File: src/rtl/ctrl_decoder_pkg.sv
// Package: shared widths, opcode list and the per-instruction control word.
// Assumes the opcode is the 6-bit primary field and R-type ops share one code.
package ctrl_decoder_pkg;

    localparam int OPC_W   = 6;
    localparam int ALUOP_W = 3;
    localparam int N_INSN  = 6;

    // Operation classes understood by the ALU control decoder.
    localparam logic [ALUOP_W-1:0] ALUOP_ADD  = 3'b000;
    localparam logic [ALUOP_W-1:0] ALUOP_SUB  = 3'b001;
    localparam logic [ALUOP_W-1:0] ALUOP_OR   = 3'b010;
    localparam logic [ALUOP_W-1:0] ALUOP_FUNC = 3'b100;

    typedef struct packed {
        logic               reg_dst;
        logic               alu_src;
        logic               mem_to_reg;
        logic               reg_wr;
        logic               mem_wr;
        logic               branch;
        logic               jump;
        logic               ext_sign;
        logic [ALUOP_W-1:0] alu_op;
    } ctrl_word_t;

    localparam int CW_W = $bits(ctrl_word_t);

    // Opcode of each supported instruction, one match term each.
    localparam logic [OPC_W-1:0] OPC_LIST [N_INSN] = '{
        6'b000000,   // register-register arithmetic
        6'b001101,   // or with zero-extended immediate
        6'b100011,   // load word
        6'b101011,   // store word
        6'b000100,   // branch if equal
        6'b000010    // jump
    };

    // Control word selected by each match term; don't-cares are held at 0.
    localparam ctrl_word_t CW_LIST [N_INSN] = '{
        '{1'b1, 1'b0, 1'b0, 1'b1, 1'b0, 1'b0, 1'b0, 1'b0, ALUOP_FUNC},
        '{1'b0, 1'b1, 1'b0, 1'b1, 1'b0, 1'b0, 1'b0, 1'b0, ALUOP_OR},
        '{1'b0, 1'b1, 1'b1, 1'b1, 1'b0, 1'b0, 1'b0, 1'b1, ALUOP_ADD},
        '{1'b0, 1'b1, 1'b0, 1'b0, 1'b1, 1'b0, 1'b0, 1'b1, ALUOP_ADD},
        '{1'b0, 1'b0, 1'b0, 1'b0, 1'b0, 1'b1, 1'b0, 1'b1, ALUOP_SUB},
        '{1'b0, 1'b0, 1'b0, 1'b0, 1'b0, 1'b0, 1'b1, 1'b0, ALUOP_ADD}
    };

endpackage

File: src/rtl/opcode_match.sv
// Module: opcode_match
// AND plane of the decoder: one full-width equality term per supported
// opcode. Assumes the opcode list in the package holds distinct values,
// so at most one bit of hit_o is set.
module opcode_match
    import ctrl_decoder_pkg::*;
#(
    parameter int W_OPC = OPC_W,
    parameter int N     = N_INSN
) (
    input  logic [W_OPC-1:0] opcode_i,
    output logic [N-1:0]     hit_o
);

    genvar g;
    generate
        for (g = 0; g < N; g++) begin : g_term
            // One product term compares every opcode bit.
            assign hit_o[g] = (opcode_i == OPC_LIST[g]);
        end
    endgenerate

endmodule

File: src/rtl/ctrl_word_or.sv
// Module: ctrl_word_or
// OR plane of the decoder: each active match term contributes its stored
// control word. Assumes at most one term is active; with none active the
// output word is all zero, which keeps architectural state unchanged.
module ctrl_word_or
    import ctrl_decoder_pkg::*;
#(
    parameter int N = N_INSN
) (
    input  logic [N-1:0] hit_i,
    output ctrl_word_t   word_o
);

    // Sum of the selected control words.
    always_comb begin
        word_o = '0;
        for (int i = 0; i < N; i++) begin
            word_o = word_o | (hit_i[i] ? CW_LIST[i] : ctrl_word_t'('0));
        end
    end

endmodule

File: src/rtl/ctrl_decoder.sv
// Module: ctrl_decoder
// Main control unit of a single-cycle processor: maps the opcode to every
// datapath control point with no state and no clock. The function field is
// left to a separate ALU decoder, signalled by the "use function" class.
module ctrl_decoder
    import ctrl_decoder_pkg::*;
(
    input  logic [5:0] opcode_i,
    output logic       reg_dst_o,
    output logic       alu_src_o,
    output logic       mem_to_reg_o,
    output logic       reg_wr_o,
    output logic       mem_wr_o,
    output logic       branch_o,
    output logic       jump_o,
    output logic       ext_sign_o,
    output logic [2:0] alu_op_o
);

    logic [N_INSN-1:0] hit;
    ctrl_word_t        word;

    opcode_match #(.W_OPC(OPC_W), .N(N_INSN)) u_match (
        .opcode_i (opcode_i),
        .hit_o    (hit)
    );

    ctrl_word_or #(.N(N_INSN)) u_or (
        .hit_i  (hit),
        .word_o (word)
    );

    // Unpack the selected control word onto the ports.
    always_comb begin
        reg_dst_o    = word.reg_dst;
        alu_src_o    = word.alu_src;
        mem_to_reg_o = word.mem_to_reg;
        reg_wr_o     = word.reg_wr;
        mem_wr_o     = word.mem_wr;
        branch_o     = word.branch;
        jump_o       = word.jump;
        ext_sign_o   = word.ext_sign;
        alu_op_o     = word.alu_op;
    end

endmodule

File: config.mk
export PLATFORM = sky130hd
export DESIGN_NAME = ctrl_decoder
export DESIGN_NICKNAME = d
export VERILOG_FILES = /design/src/rtl/ctrl_decoder_pkg.sv /design/src/rtl/opcode_match.sv /design/src/rtl/ctrl_word_or.sv /design/src/rtl/ctrl_decoder.sv
export SDC_FILE = /design/constraint.sdc
export NUM_CORES = 1
export LEC_CHECK = 0
export BUFFER_PORTS_ARGS = -buffer_cell sky130_fd_sc_hd__buf_4
export CAP_MARGIN = 10
export CELL_PAD_IN_SITES_DETAIL_PLACEMENT = 1
export CELL_PAD_IN_SITES_GLOBAL_PLACEMENT = 1
export CORE_AREA = 2 2 39 41
export DETAILED_ROUTE_END_ITERATION = 10
export DIE_AREA = 0 0 41 43
export MAX_ROUTING_LAYER = met4
export PLACE_DENSITY_LB_ADDON = 0.1
export SLEW_MARGIN = 20
export SYNTH_ARGS = -nofsm -noshare
export SYNTH_HDL_FRONTEND = slang
export SYNTH_HIERARCHICAL = 1
export SYNTH_SLANG_ARGS = --single-unit
File: constraint.sdc
create_clock -name vclk -period 1.4
set_input_delay 0.21 -clock vclk [all_inputs]
set_output_delay 0.21 -clock vclk [all_outputs]
set_load 0.02 [all_outputs]
==> results.md <==
Power:
- The largest vdd supply drop is between 0.05 and 0.06 mV.
- The switching component of the power is 0.0222 mW.
- The clock network accounts for 0% of the total power.
- The total power density per cell area is around 170 mW/mm².
- In this run, flip-flops and latches consume 0% of the power.
- The cell-internal power is 0.0242 mW.
- The leakage dissipation is approximately 0.16 nW.
- The net switching share of the total power is 47.8%.
- The share of total power dissipated in combinational logic is between 90% and 100%.

Route:
- The detailed router finished its first iteration with 0 violations.
- After detailed routing, the total wire length is around 440 µm.
- The detailed-route wire length on metal 1 is about 180 µm.
- The final route contains 190 vias.
- For this run, the detailed router's first-pass iteration total came to 1.
- The DRC violations left is 0.
- Once detail routing completed, the nets flagged for antenna violations numbered 0.
- The wire length per cell is 8.96 µm.
- Detailed routing placed a total of approximately 42 µm of wire on met3.
- Routed signal wires occupy layers up through met3.
- The amount of wire on met2 after detailed routing is around 220 µm.
- Using the TritonRoute via totals, the vias-per-cell ratio works out to approximately 3.9.

STA:
- The maximum achievable frequency is roughly 750 MHz.
- The final count of pins violating max slew is 0.
- Setup repair after global routing left no endpoint under its margin.
- At the pin with the least slew margin, the transition time is approximately 240 ps.
- In this run the tightest slew margin relative to its limit is 84.1%.
- The time the final worst path needs with I/O delays and setup is approximately 1300 ps.
- The count of final hold-check violations came to 0.
- Adding up every negative setup slack in the final design gives 0 ps.
- Dividing the final minimum period by the clock period gives approximately 95%.
- Hold timing on the final database bottoms out at a slack of between 700 and 800 ps.
- Setup violations remaining at the end of the flow were counted as 0.

Worst hold path:
- In this run the worst hold path is classified as in2out.
- The startpoint of the most critical hold path is opcode_i[5].

Finish:
- The post-route netlist has between 60% and 70% of its cells at a drive strength greater than 1.
- The number of clock buffers in the layout is 0.
- There are 0 flip-flops and latches.
- The area growth from synthesis to layout is 62.1%.
- At the end of the flow, the number of nets in the layout was between 40 and 50.
- After the flow finishes, the layout carries non-filler instances totaling 49.
- The post-layout instance area is between 200 and 300 µm².
- Summing all flip-flop and latch instances after layout gives 0 µm².
- The antenna diode count is 0.

Synthesis:
- Counting every net in the synthesized netlist gives 28.
- Counting distinct cell types in the post-synthesis netlist gives 12.
- The share of the synthesized area in the top cell type is between 30% and 40%.
- The cell taking the most area after synthesis is buf_4.
- Summing the sequential cell areas from Yosys gives 0% of the chip area.
- Counting every instance in the synthesized netlist gives 22.
- The count of warnings emitted by yosys is 6.
- Yosys attributes the largest share of cell area to buf_4 (36%), or3_1 (11%), nor4b_2 (9.1%).
- The post-synthesis cell area is between 150 and 200 µm².
- In this run the mean area of a mapped cell was between 7 and 8 µm².

Worst setup path:
- The critical path startpoint is opcode_i[2].
- The critical path launch point type is an input pin.
- The critical path class is in2out.
- Data arrives at the worst endpoint at roughly 1100 ps.
- The worst setup path is captured at a primary output.
- The highest net fanout along the worst path is 4.
- The worst endpoint required time is 1190 ps.

Placed design:
- The wire-length estimate of the detail-placed layout is 411 µm.
- Buffers placed on the I/O ports in this run total 17.
- At the end of routability-driven placement, the weighted congestion stood at between 0.6 and 0.7.
- The cell count after placement is between 40 and 50.
- The total cell area at the placement stage is around 270 µm².

Run:
- The tool flagged a number of max-cap violations equal to 0.

GRT:
- Global routing consumed, over all layers together, about 5.0% of the routing resources.
- The maximum number of pins on one net before global-route repair is 5.
- The via count of the first global-routing pass is ~160.
- The first global-routing pass estimated about 660 µm of wire.
- The number of antenna violations at the first check in global routing was 0.
- The overall overflow remaining after global route is 0.

Clock network:
- Hold repair after CTS inserted 0 buffers.
- After clock tree synthesis, the repair step resized 0 gates.
- Post-CTS timing repair inserted 0 buffers for setup.

Floorplanning:
- The die width is about 41 µm.
- The floorplan step set the die height to about 43 µm.
- The starting density of the core is 11.9%.
- The die outline area is 0.00176 mm².
- The cell row count is 14.
- The total core area is ~0.0014 mm².
- The number of I/O pins is 17.

Outcome:
- The flow ran to the end, and the final reports show no timing, DRC or antenna violations.
-- metrics by stage --
step           power (mW)  worst slack [ps]  util [%]
3_5_place_dp       0.0471              60.5      19.3
2_1_floorplan      0.0211               288         -
5_1_grt            0.0505              29.6      19.3
3_3_place_gp       0.0469              57.3      19.3
6_report           0.0465              68.7      19.3
4_1_cts            0.0473              60.0      19.3
-- power groups by stage --
stage / sequential, mW / combinational, mW / clock (mW)
floorplan: 0 / 0.0211 / 0
global placement: 0 / 0.0469 / 0
detailed placement: 0 / 0.0471 / 0
CTS: 0 / 0.0473 / 0
global route: 0 / 0.0505 / 0
finish: 0 / 0.0465 / 0
-- cell usage after synthesis --
| library cell | number |
|---|---|
| or3_1 | 3 |
| nor4b_2 | 1 |
| and4_1 | 1 |
| nand2_1 | 1 |
| buf_4 | 8 |
| nand2b_4 | 1 |
| and3_1 | 1 |
| nor4_1 | 2 |
| nor2_1 | 1 |
| and3b_1 | 1 |
| nor3_2 | 1 |
| inv_1 | 1 |
-- layout make-up --
cell class | count | area, µm²
timing repair buffer | 19 | 143
inverter | 1 | 3.75
tap | 16 | 20.0
fill | 175 | 1120
multi-input combinational | 13 | 101
-- cells by family after synthesis --
| kind of cell | after synthesis | synth area share (%) |
|---|---|---|
| buf+inv | 9 | 38.6 |
| simple gates | 13 | 61.4 |
-- routing by layer --
metal	GRT usage, %	up-vias
li1	-	93
met1	6.65	87
met2	8.75	10
met3	0	0
met4	0	0
met5	-	-
-- path summary, 6_finish.rpt --
kind | to | cells past startpoint | slack [ps]
max | ext_sign_o | 6 | 70
min | jump_o | 3 | 710
-- worst max-delay path, stage by stage --
cell and delay, ps:
buf_4 90, nand2b_4 130, nor4_1 50, buf_4 130, or3_1 350, buf_4 160
-- placed cells by master, fill, tap and decap left out --
master / count
and3_1: 1
and3b_1: 1
and4_1: 1
buf_4: 19
inv_1: 1
nand2_1: 1
nand2b_4: 1
nor2_1: 1
nor3_2: 1
nor4_1: 2
nor4b_2: 1
or3_1: 3
No activity file was read; power rests on OpenSTA's default activity.
